### config.mk
export PLATFORM = sky130hd
export DESIGN_NAME = scl_period_gen
export DESIGN_NICKNAME = d
export VERILOG_FILES = /design/src/rtl/scl_gen_pkg.sv /design/src/rtl/scl_cfg_decode.sv /design/src/rtl/scl_phase_ctr.sv /design/src/rtl/scl_strobe_gen.sv /design/src/rtl/scl_period_gen.sv
export SDC_FILE = /design/constraint.sdc
export NUM_CORES = 1
export LEC_CHECK = 0
export ABC_AREA = 1
export BUFFER_PORTS_ARGS = -buffer_cell sky130_fd_sc_hd__buf_2
export CAP_MARGIN = 30
export CORE_ASPECT_RATIO = 0.75
export CORE_MARGIN = 1
export CORE_UTILIZATION = 60
export DETAILED_ROUTE_END_ITERATION = 8
export HOLD_SLACK_MARGIN = 0.05
export PLACE_DENSITY = 0.81
export SYNTH_ARGS = -nofsm -noshare
export SYNTH_HDL_FRONTEND = slang
export SYNTH_HIERARCHICAL = 1
export SYNTH_SLANG_ARGS = --single-unit
### constraint.sdc
create_clock -name clk -period 3.5 [get_ports clk]
set_input_delay 0.35 -clock clk [delete_from_list [all_inputs] [get_ports clk]]
set_output_delay 0.35 -clock clk [all_outputs]
set_load 0.05 [all_outputs]
### src/rtl/scl_gen_pkg.sv
package scl_gen_pkg;
  typedef enum logic [1:0] {
    PH_OFF  = 2'd0,
    PH_LOW  = 2'd1,
    PH_HIGH = 2'd2
  } scl_phase_e;
endpackage

### src/rtl/scl_cfg_decode.sv
module scl_cfg_decode #(
  parameter int CNT_W = 16
) (
  input  logic [2*CNT_W-1:0] cfg_i,
  output logic [CNT_W-1:0]   lo_len_o,
  output logic [CNT_W-1:0]   hi_len_o
);
  localparam logic [CNT_W-1:0] ONE = {{(CNT_W-1){1'b0}}, 1'b1};

  logic [CNT_W-1:0] per_f;
  logic [CNT_W-1:0] low_f;

  // Split the word, then clamp both lengths to at least one cycle.
  always_comb begin
    per_f    = cfg_i[CNT_W-1:0];
    low_f    = cfg_i[2*CNT_W-1:CNT_W];
    lo_len_o = (low_f == '0) ? ONE : low_f;
    hi_len_o = (per_f > lo_len_o) ? (per_f - lo_len_o) : ONE;
  end
endmodule

### src/rtl/scl_phase_ctr.sv
module scl_phase_ctr
  import scl_gen_pkg::*;
#(
  parameter int CNT_W = 16
) (
  input  logic             clk,
  input  logic             rst_n,
  input  logic             ctl_rst_i,
  input  logic             scl_in_i,
  input  logic [CNT_W-1:0] lo_len_i,
  input  logic [CNT_W-1:0] hi_len_i,
  output scl_phase_e       phase_o,
  output logic [CNT_W-1:0] cnt_o,
  output logic [CNT_W-1:0] lo_q_o
);
  localparam logic [CNT_W-1:0] ONE = {{(CNT_W-1){1'b0}}, 1'b1};

  scl_phase_e       phase_q, phase_d;
  logic [CNT_W-1:0] cnt_q, cnt_d;
  logic [CNT_W-1:0] lo_q, hi_q;
  logic             cfg_ld;

  // Next-state logic
  always_comb begin
    phase_d = phase_q;
    cnt_d   = cnt_q;
    cfg_ld  = 1'b0;
    if (ctl_rst_i) begin
      phase_d = PH_OFF;
      cnt_d   = '0;
    end else begin
      unique case (phase_q)
        PH_OFF: begin
          phase_d = PH_LOW;
          cnt_d   = '0;
          cfg_ld  = 1'b1;
        end
        PH_LOW: begin
          if (cnt_q == lo_q - ONE) begin
            phase_d = PH_HIGH;
            cnt_d   = '0;
          end else begin
            cnt_d = cnt_q + ONE;
          end
        end
        PH_HIGH: begin
          if ((cnt_q == '0) && !scl_in_i) begin
            cnt_d = cnt_q;                // line held low by a slave
          end else if (cnt_q == hi_q - ONE) begin
            phase_d = PH_LOW;
            cnt_d   = '0;
            cfg_ld  = 1'b1;
          end else begin
            cnt_d = cnt_q + ONE;
          end
        end
        default: begin
          phase_d = PH_OFF;
          cnt_d   = '0;
        end
      endcase
    end
  end

  // State registers
  always_ff @(posedge clk or negedge rst_n) begin
    if (!rst_n) begin
      phase_q <= PH_OFF;
      cnt_q   <= '0;
    end else begin
      phase_q <= phase_d;
      cnt_q   <= cnt_d;
    end
  end

  // Per-period configuration capture, clock-enabled by cfg_ld
  always_ff @(posedge clk or negedge rst_n) begin
    if (!rst_n) begin
      lo_q <= ONE;
      hi_q <= ONE;
    end else if (cfg_ld) begin
      lo_q <= lo_len_i;
      hi_q <= hi_len_i;
    end
  end

  assign phase_o = phase_q;
  assign cnt_o   = cnt_q;
  assign lo_q_o  = lo_q;

  AST_LOW_BOUND: assert property (@(posedge clk) disable iff (!rst_n)
    (phase_q == PH_LOW) |-> (cnt_q < lo_q));
  AST_HIGH_BOUND: assert property (@(posedge clk) disable iff (!rst_n)
    (phase_q == PH_HIGH) |-> (cnt_q < hi_q));
  AST_STRETCH_STALL: assert property (@(posedge clk) disable iff (!rst_n)
    (!ctl_rst_i && phase_q == PH_HIGH && cnt_q == '0 && !scl_in_i)
      |=> (phase_q == PH_HIGH && cnt_q == '0));
  AST_CFG_HELD: assert property (@(posedge clk) disable iff (!rst_n)
    (phase_q == PH_LOW && $past(phase_q) == PH_LOW) |-> ($stable(lo_q) && $stable(hi_q)));
endmodule

### src/rtl/scl_strobe_gen.sv
module scl_strobe_gen
  import scl_gen_pkg::*;
#(
  parameter int CNT_W = 16
) (
  input  logic             clk,
  input  logic             rst_n,
  input  scl_phase_e       phase_i,
  input  logic [CNT_W-1:0] cnt_i,
  input  logic [CNT_W-1:0] lo_q_i,
  input  logic             scl_in_i,
  output logic             scl_low_o,
  output logic             chg_stb_o,
  output logic             smp_stb_o
);
  logic [CNT_W-1:0] mid_cnt;

  always_comb begin
    mid_cnt   = lo_q_i >> 1;
    scl_low_o = (phase_i == PH_LOW);
    chg_stb_o = (phase_i == PH_LOW) && (cnt_i == mid_cnt);
    smp_stb_o = (phase_i == PH_HIGH) && (cnt_i == '0) && scl_in_i;
  end

  AST_STB_EXCL: assert property (@(posedge clk) disable iff (!rst_n)
    !(chg_stb_o && smp_stb_o));
  AST_CHG_PULSE: assert property (@(posedge clk) disable iff (!rst_n)
    chg_stb_o |=> !chg_stb_o);
  AST_SMP_PULSE: assert property (@(posedge clk) disable iff (!rst_n)
    smp_stb_o |=> !smp_stb_o);
endmodule

### src/rtl/scl_period_gen.sv
module scl_period_gen
  import scl_gen_pkg::*;
#(
  parameter int CNT_W = 16
) (
  input  logic               clk,
  input  logic               rst_n,
  input  logic               ctl_rst_i,
  input  logic [2*CNT_W-1:0] cfg_i,
  input  logic               scl_in_i,
  output logic               scl_low_o,
  output logic               chg_stb_o,
  output logic               smp_stb_o
);
  logic             rst_meta_n, rst_sync_n;
  logic [CNT_W-1:0] lo_len, hi_len, cnt, lo_q;
  scl_phase_e       phase;

  // Reset: asserted asynchronously, released on the clock
  always_ff @(posedge clk or negedge rst_n) begin
    if (!rst_n) begin
      rst_meta_n <= 1'b0;
      rst_sync_n <= 1'b0;
    end else begin
      rst_meta_n <= 1'b1;
      rst_sync_n <= rst_meta_n;
    end
  end

  scl_cfg_decode #(.CNT_W(CNT_W)) i_decode (
    .cfg_i    (cfg_i),
    .lo_len_o (lo_len),
    .hi_len_o (hi_len)
  );

  scl_phase_ctr #(.CNT_W(CNT_W)) i_ctr (
    .clk       (clk),
    .rst_n     (rst_sync_n),
    .ctl_rst_i (ctl_rst_i),
    .scl_in_i  (scl_in_i),
    .lo_len_i  (lo_len),
    .hi_len_i  (hi_len),
    .phase_o   (phase),
    .cnt_o     (cnt),
    .lo_q_o    (lo_q)
  );

  scl_strobe_gen #(.CNT_W(CNT_W)) i_strobe (
    .clk       (clk),
    .rst_n     (rst_sync_n),
    .phase_i   (phase),
    .cnt_i     (cnt),
    .lo_q_i    (lo_q),
    .scl_in_i  (scl_in_i),
    .scl_low_o (scl_low_o),
    .chg_stb_o (chg_stb_o),
    .smp_stb_o (smp_stb_o)
  );

  AST_IDLE_IN_RST: assert property (@(posedge clk) disable iff (!rst_sync_n)
    ctl_rst_i |=> (!scl_low_o && !chg_stb_o && !smp_stb_o));
  AST_LOW_ON_RELEASE: assert property (@(posedge clk) disable iff (!rst_sync_n)
    ($past(ctl_rst_i) && !ctl_rst_i) |=> scl_low_o);
endmodule

# After elaboration in Yosys (flattened, before gate mapping)
# Cells that the tools add are included.
[totals]
regBits = 52
in_bits = 36
wordCells = 44
[op_classes]
n_addsub = 4
n_lt_le_gt_ge = 1
eq_ne = 8
muxes = 16
reduce_logical = 9
[ops]
columns = ["cell", "count"]
rows = [
  ["$mux W16", 6],
  ["$eq A16 B16 Y1", 2],
  ["$logic_not A16 Y1", 2],
  ["$pmux W16 S2", 1],
  ["$sub A16 B1 Y16 const B", 2],
  ["$add A16 B1 Y16 const B", 1],
  ["$eq A16 B15 Y1", 1],
  ["$gt A16 B16 Y1", 1],
  ["$sub A16 B16 Y16", 1],
  ["$mux W2", 4],
  ["$ne A3 B2 Y1 const B", 2],
  ["$pmux W2 S3", 1],
  ["$logic_and A1 B1 Y1", 4],
  ["$mux W1", 3],
  ["$ne A3 B3 Y1 const B", 1],
  ["$reduce_and A3 Y1", 1],
  ["$eq A2 B1 Y1 const B", 1],
  ["$eq A2 B2 Y1 const B", 1],
  ["$logic_not A2 Y1", 1],
  ["$pmux W1 S2", 1],
  ["$logic_not A1 Y1", 1],
]

# Logic depth before layout (Yosys ltp)
# Gate-level depths: netlist of the first run.
[depth]
word_depth = 6
mapped_depth = 18
depth_no_buf = 18

# Hierarchy
# Netlist of the first run, hierarchy kept.
[by_module_without_submodules]
columns = ["module", "n_inst", "cells_per_inst", "area_each_um2", "seq_area_each_um2"]
rows = [
  ["scl_phase_ctr", 1, 572, 3791.1, 1253.7],
  ["scl_cfg_decode", 1, 256, 1316.3, 0.0],
  ["scl_strobe_gen", 1, 67, 312.8, 0.0],
  ["scl_period_gen", 1, 3, 53.8, 50.0],
]

# Least setup slack after synthesis of the first run
# OpenSTA, ideal clock, no wires.
[synth_path]
path_kind = "input -> register"
start = "input cfg_i[19]"
end = "register i_ctr.hi_q[10]"
arrival_ns = 2.213
t_required_ns = 3.383
slack_ns = 1.170
cell_stages = 18
path_cell_list = "inv_1 -> nand4_1 -> nor3_1 -> a31o_2 -> ha_1 -> inv_1 -> fa_1 -> nand3_1 -> nand3_2 -> nand2_1 -> nand2_2 -> nand2_1 -> nand2_2 -> nand2_4 -> buf_12 -> nor2_4 -> nand3_1 -> nand2_1"
[synth_between]
elab_chain_cells = 4
[synth_lines]
columns = ["item", "line_no", "source"]
rows = [
  ["from (decl)", "scl_period_gen.sv:9", "input logic [2*CNT_W-1:0] cfg_i,"],
  ["$logic_not A16 Y1 (*)", "scl_cfg_decode.sv:17", "lo_len_o = (low_f == '0) ? ONE : low_f;"],
  ["$mux W16 (*)", "scl_cfg_decode.sv:17", ""],
  ["named net lo_len[0]", "scl_period_gen.sv:16", "logic [CNT_W-1:0] lo_len, hi_len, cnt, lo_q;"],
  ["$sub A16 B16 Y16 or $gt A16 B16 Y1 (tied branches)", "scl_cfg_decode.sv:18", "hi_len_o = (per_f > lo_len_o) ? (per_f - lo_len_o) : ONE;"],
  ["$mux W16 (*)", "scl_cfg_decode.sv:18", ""],
  ["named net hi_len[10]", "scl_period_gen.sv:16", ""],
  ["to (signal assigned)", "scl_phase_ctr.sv:83", "hi_q <= hi_len_i;"],
  ["to (decl)", "scl_phase_ctr.sv:20", "logic [CNT_W-1:0] lo_q, hi_q;"],
]
# Mark *: on every way through the listed nets, which the timed path passes. The rest lies on a longest branch.
# A chain may end at the register's enable or synchronous reset.

# Final worst setup path of the first run
[layout_path]
start = "register i_ctr.hi_q[0]"
end = "register i_ctr.lo_q[6], in the netlist i_ctr/lo_q_o[6]"
[layout_between]
elab_chain_cells = 6
[layout_lines]
columns = ["item", "line_no", "source"]
rows = [
  ["$sub A16 B1 Y16", "scl_phase_ctr.sv:49", "end else if (cnt_q == hi_q - ONE) begin"],
  ["$eq A16 B16 Y1", "scl_phase_ctr.sv:49", ""],
  ["$mux W1", "scl_phase_ctr.sv:49", ""],
  ["$mux W1", "scl_phase_ctr.sv:47", "if ((cnt_q == '0) && !scl_in_i) begin"],
  ["$pmux W1 S2", "scl_phase_ctr.sv:32", "unique case (phase_q)"],
  ["$mux W1", "scl_phase_ctr.sv:28", "if (ctl_rst_i) begin"],
  ["to (signal assigned)", "scl_phase_ctr.sv:82", "lo_q <= lo_len_i;"],
  ["to (decl)", "scl_phase_ctr.sv:20", ""],
]
# No other way between the ends.

==> results.json, run 1 <==
{
  "synth_cells": 898,
  "initial_core_util_pct": 63.39,
  "clockBufferDepth": 2,
  "avgSynthCellArea_um2": 6.096,
  "max-slew-margin-rel_pct": 57.01,
  "synth_area_leader_cell": "dfrtp_1",
  "ys_seq_elements": 52,
  "fp.dieH_um": 84.72,
  "finClkSkew_ps": 8.189,
  "dp_slack_ps": 754.4,
  "h-tree-depth": 2,
  "vias": 5586,
  "power_density_nw_per_um2": 680.2,
  "wirelength_mm": 14.92,
  "synth_fp_nets": 961,
  "dpl_cell_area_um2": 5634,
  "async_reset_ff_share_pct": 100.0,
  "yosys_warnings": 6,
  "path_clk_slew_ps": 70,
  "portBuffers": 38,
  "ant_nets": 0,
  "clk_latency_ps": 290,
  "ctsResizeCount": 0,
  "cap_viol_max_count": 0,
  "cp_common_cell": "nand2_1",
  "grt_max_degree": 39,
  "rr_startpoint": "i_ctr/hi_q[0]$_DFFE_PN1P_",
  "route.detailed.drc": 1,
  "crit_slowest_cell": "dfstp_2",
  "root_buffer": "clkbuf_16",
  "post-dp-hpwl_mm": 12.03,
  "ys_types": 38,
  "ir_worst_vdd_mv": 0.4901,
  "place_congestion": 1.022,
  "fin_nets": 973,
  "track_usage_pct": 33.70,
  "die_width_um": 112.3,
  "path_delay_family": "simple AND/OR/NAND/NOR gates",
  "io-pin-count": 39,
  "diodes": 0,
  "yosys-top-cells-count": "308 x nand2_1, 129 x inv_1, 100 x nor2_1",
  "netlist_area_um2": 5474,
  "fmax_mhz": 358.0,
  "grt_antenna_before_repair": 0,
  "finalHoldViolCount": 0,
  "ys_seq_area_share_pct": 23.82,
  "synthFlopType": "dfrtp_1",
  "max_stage_delay_ps": 370,
  "synth.most_common_cell": "nand2_1",
  "path_max_fanout": 33,
  "setup_violations": 0,
  "slew_viol_final": 0,
  "syn2layout_area_growth_pct": 5.554,
  "wire_per_inst_um": 14.65,
  "crit_cells": 15,
  "drt-initial-drc-count": 443,
  "min_path_type": "reg -> async",
  "rsz0062_at_grt": "no",
  "cts_made_buffers": 5,
  "die_area_um2": 9513,
  "reg2reg_slack_ps": 710,
  "final.setup.worst_slack_ps": 706.8,
  "synth-edff-count": 0,
  "yosys-top-cells-area": "dfrtp_1 23%, nand2_1 21%, inv_1 8.8%, nand3_1 7.2%, nor2_1 6.9%",
  "drive_gt1_share_pct": 9.451,
  "outcome": "finished, violations left",
  "n_fill_cell": 797,
  "layout_worst_path_cycle_share_pct": 79.81,
  "cp.arrival_ps": 2970,
  "core_um2": 8636,
  "finalInstanceArea_um2": 5778,
  "post_cts_buffers": 0,
  "grt_pass1_wl_mm": 25.36,
  "fin_util_pct": 66.91,
  "min_period_ps": 2793,
  "rows": 29,
  "violations": "DRC",
  "grt_pass1_vias": 5267,
  "synth_top_cell_area_share_pct": 22.86,
  "cts_tree": "built",
  "p_leak_nw": 3.200,
  "worstSetupPathType": "reg -> reg",
  "dr.pass1.iters": 7,
  "worst_pin_slew_ps": 643.8,
  "cp.buffers_inverters": 1,
  "cts_sinks": 52,
  "worst_r2r_path_depth": 15,
  "r2r-end": "i_ctr/lo_q_o[6]$_DFFE_PN0P_",
  "crit_path_cell_trace": "inv_1 -> ha_1 -> nand2_1 -> nor2_1 -> nand2_1 -> nand2_1 -> nand2_1 -> nor2_1 -> nand3_1 -> nor2_2 -> nand3_2 -> nand2_4 -> nand2_4 -> nand2_1 -> nand2_1",
  "final.setup.tns_ps": 0,
  "grt_overflow_total": 0,
  "critPathRequiredTime_ps": 3680,
  "viasPerCell": 5.487,
  "power.total_mw": 3.930,
  "critPathLaunchType": "flip-flop",
  "endpoint_kind": "flip-flop"
}
==> layer usage <==
layer / up-vias / GRT usage, % / routed length, µm
met4: 0 / 7.515 / 251
li1: 2761 / - / -
met1: 2562 / 49.57 / 7206
met3: 36 / 7.509 / 1356
met2: 227 / 50.31 / 6102
met5: - / 0 / 0
==> cells by family after synthesis <==
logic type	share of synthesized area (%)
compound gates	2.926
fa+ha+maj	6.309
buf+inv	12.53
simple gates	44.59
flops	23.82
xor+xnor	9.760
other cells	0.06851
==> final cells by class <==
type	count	area [µm²]	share of cell area [%]
multi-input cells	678	3485	60.31
flip-flops and latches	52	1305	22.59
inverters	133	499.2	8.640
repair buffers	40	220.2	3.811
well taps	108	135.1	2.339
clock buffers	6	128.9	2.230
clock inverters	1	5.005	0.08662
==> sequential cells by signal, summed over array words and instances, names as in the netlist <==
name and cells:
i_ctr/lo_q_o 16, rst_meta_n 1, rst_sync_n 1, i_ctr/hi_q 16, i_ctr/phase_o 2, i_ctr/cnt_o 16
==> layout by cell type (no fill, tap or decap), types with 2 or more instances in the layout <==
cell type,n
o21bai_1,2
a21oi_1,19
xnor2_1,34
dfstp_2,2
ha_1,26
o21ai_0,6
or2_2,2
inv_1,129
dfrtp_1,49
nor2_4,7
nand4_1,16
nor3_2,2
clkbuf_16,5
xor2_1,27
nand3_2,2
nand2_1,308
and2_1,2
nor3_1,10
nand3b_1,4
nor2_2,11
nand2_2,6
nand2_4,4
nor2_1,100
nand3_1,79
inv_2,3
nor4_1,5
buf_2,38
==> power breakdown <==
| part | switching [mW] | total [mW] | internal (mW) |
|---|---|---|---|
| sequential | 0.326 | 1.12 | 0.798 |
| clock | 0.205 | 0.465 | 0.260 |
| combinational | 1.50 | 2.34 | 0.842 |
==> worst max-delay path by stage <==
stage | end | start | slack (ps)
3_5_place_dp | i_ctr/lo_q_o[5]$_DFFE_PN0P_ | i_ctr/hi_q[0]$_DFFE_PN1P_ | 750
2_1_floorplan | i_ctr/hi_q[10]$_DFFE_PN0P_ | cfg_i[19] | 1170
3_3_place_gp | i_ctr/hi_q[15]$_DFFE_PN0P_ | cfg_i[24] | 860
6_report | i_ctr/lo_q_o[6]$_DFFE_PN0P_ | i_ctr/hi_q[0]$_DFFE_PN1P_ | 710
4_1_cts | i_ctr/lo_q_o[5]$_DFFE_PN0P_ | i_ctr/hi_q[0]$_DFFE_PN1P_ | 750
5_1_grt | i_ctr/hi_q[7]$_DFFE_PN0P_ | i_ctr/hi_q[0]$_DFFE_PN1P_ | 410
==> worst register-to-register path: cells and delay by family (launching register included) <==
family,cells,cell delay [ps]
fa+ha+maj,1,240
buf+inv,1,150
flops,1,370
simple gates,13,1930
==> metrics by stage <==
step	hold slack, ps	cells
3_5_place_dp	137.2	1010
6_report	173.0	1018
5_1_grt	191.4	1018
2_1_floorplan	54.41	898
4_1_cts	180.4	1018
3_3_place_gp	134.6	1009
==> repair_timing <==
item | in CTS | in global routing
endpoints found under the setup margin | 0 | 0
hold buffers | 1 | 0
endpoints found under the hold margin | 2 | 0
Power figures use the tool's default switching activity.
==> run 2, diff against run 1 <==
Clock period 3.5 ns to 2.85 ns, I/O delays scaled along.
==> run 2 against run 1 <==
  * The run still ends with DRC left
  * Sequential power is 23% higher
  * Largest cell class unchanged
  * Setup slack worse by 420 ps
  * Sequential share of layout area fell by 0.26 points
  * Power increased by 28%
==> results.json, run 2 (synthesis gave the netlist of run 1 again) <==
{
  "outcome": "finished, violations left",
  "violations": "DRC",
  "cp.arrival_ps": 2750,
  "drt-initial-drc-count": 452,
  "post-dp-hpwl_mm": 12.15,
  "wire_per_inst_um": 14.80,
  "rr_startpoint": "i_ctr/lo_q_o[0]$_DFFE_PN1P_",
  "ant_nets": 0,
  "final.setup.tns_ps": 0,
  "power_density_nw_per_um2": 859.0,
  "syn2layout_area_growth_pct": 6.789,
  "grt_max_degree": 39,
  "endpoint_kind": "flip-flop",
  "cts_sinks": 52,
  "vias": 5640,
  "drive_gt1_share_pct": 10.05,
  "grt_overflow_total": 0,
  "fp.dieH_um": 84.72,
  "pwr-share-seq_pct": 27.4,
  "portBuffers": 38,
  "die_area_um2": 9513,
  "track_usage_pct": 34.09,
  "cap_viol_max_count": 0,
  "p_leak_nw": 3.233,
  "final_cell_mix": "308 x nand2_1, 129 x inv_1, 100 x nor2_1",
  "slew_viol_final": 0,
  "dp_slack_ps": 180.1,
  "cts_tree": "built",
  "min_path_type": "reg -> async",
  "clk_latency_ps": 300,
  "io-pin-count": 39,
  "initial_core_util_pct": 63.39,
  "final_common_cell": "nand2_1",
  "diodes": 0,
  "cts_hold_buf": 1,
  "startpoint": "i_ctr/lo_q_o[0]$_DFFE_PN1P_",
  "worstSetupPathType": "reg -> reg",
  "rows": 29,
  "place_congestion": 1.001,
  "internal_power_mw": 2.456,
  "finClkSkew_ps": 14.58,
  "finalHoldViolCount": 0,
  "p_comb_share_pct": 58.4,
  "dr.pass1.iters": 7,
  "root_buffer": "clkbuf_16",
  "fin_nets": 977,
  "critPathLaunchType": "flip-flop",
  "grt_pass1_wl_mm": 25.63,
  "viasPerCell": 5.513,
  "path_clk_slew_ps": 80,
  "die_width_um": 112.3,
  "min_period_ps": 2563,
  "setup_violations": 0,
  "ctsResizeCount": 0,
  "post_cts_buffers": 0,
  "grt_pass1_vias": 5432,
  "rsz0062_at_grt": "no",
  "core_um2": 8636,
  "p_sw_mw": 2.566,
  "grt_antenna_before_repair": 0,
  "critPathRequiredTime_ps": 3030,
  "h-tree-depth": 2,
  "path_max_fanout": 9,
  "route.detailed.drc": 1,
  "switching_share_pct": 51.10,
  "clockBufferDepth": 2,
  "wirelength_mm": 15.14,
  "fmax_mhz": 390.2,
  "final.setup.worst_slack_ps": 287.2,
  "layout_worst_path_cycle_share_pct": 89.92,
  "cts_made_buffers": 5,
  "clkPwrFrac_pct": 14.2,
  "ir_worst_vdd_mv": 0.6555
}
[run 2: changes by cell type in the layout (fill, tap and decap cells not counted), sizes merged]
cell	delta
inv	+1
bufinv	+1
clkinvlp	+1
clkbuf	-1
clkinv	-1
buf	+4
[run 2: final cells by class]
cell class              count  area (µm²)
flip-flops and latches     52        1305
repair buffers             44       250.2
clock inverters             3       46.29
clock buffers               5       125.1
inverters                 133       499.2
multi-input cells         678        3485
well taps                 108       135.1
fillers                   781        2790
[run 2: routing by layer]
| layer | up-vias | share of wire, % | track usage [%] |
|---|---|---|---|
| li1 | 2772 | - | - |
| met1 | 2579 | 47 | 48.60 |
| met2 | 263 | 42 | 52.46 |
| met3 | 26 | 9.7 | 6.931 |
| met4 | 0 | 1.4 | 9.455 |
| met5 | - | 0 | 0 |
[run 2: power groups by stage]
stage	sequential, mW	clock [mW]	combinational [mW]
floorplan	1.26	0	2.38
global placement	1.38	0	2.75
detailed placement	1.38	0	2.87
CTS	1.37	0.714	2.89
global route	1.41	0.746	3.34
finish	1.38	0.711	2.93
[run 2: final timing paths]
check,to,slack (ps),depth (start not counted)
hold / removal,i_ctr/cnt_o[6]$_DFFE_PN0P_,170,0
max in group asynchronous,i_ctr/hi_q[0]$_DFFE_PN1P_,2090,1
min in group clk,i_ctr/lo_q_o[2]$_DFFE_PN0P_,240,3
setup reg to reg,i_ctr/cnt_o[15]$_DFFE_PN0P_,290,12
setup / recovery,i_ctr/cnt_o[15]$_DFFE_PN0P_,290,12
hold reg to reg,i_ctr/cnt_o[6]$_DFFE_PN0P_,170,0
[run 2: through the flow]
stage	util [%]	hold WS, ps	instances	power [mW]	cell area, µm²
after floorplan	-	-10.59	898	3.640	5474
after global placement	65.36	70.90	1013	4.135	5644
after detailed placement	65.59	74.54	1014	4.247	5664
after CTS	67.69	182.1	1023	4.969	5846
after global routing	67.69	194.0	1023	5.504	5846
final	67.69	165.2	1023	5.022	5846
[run 2: critical path: stages, from the launching register on]
cell	delay [ps]
dfstp_2	390
inv_1	120
ha_1	250
nand2_1	180
nor2_1	330
xor2_1	250
o21ai_0	120
nor3_1	200
nand3_1	170
nand2_1	110
nand2_2	130
nand2_4	150
nor2_1	60
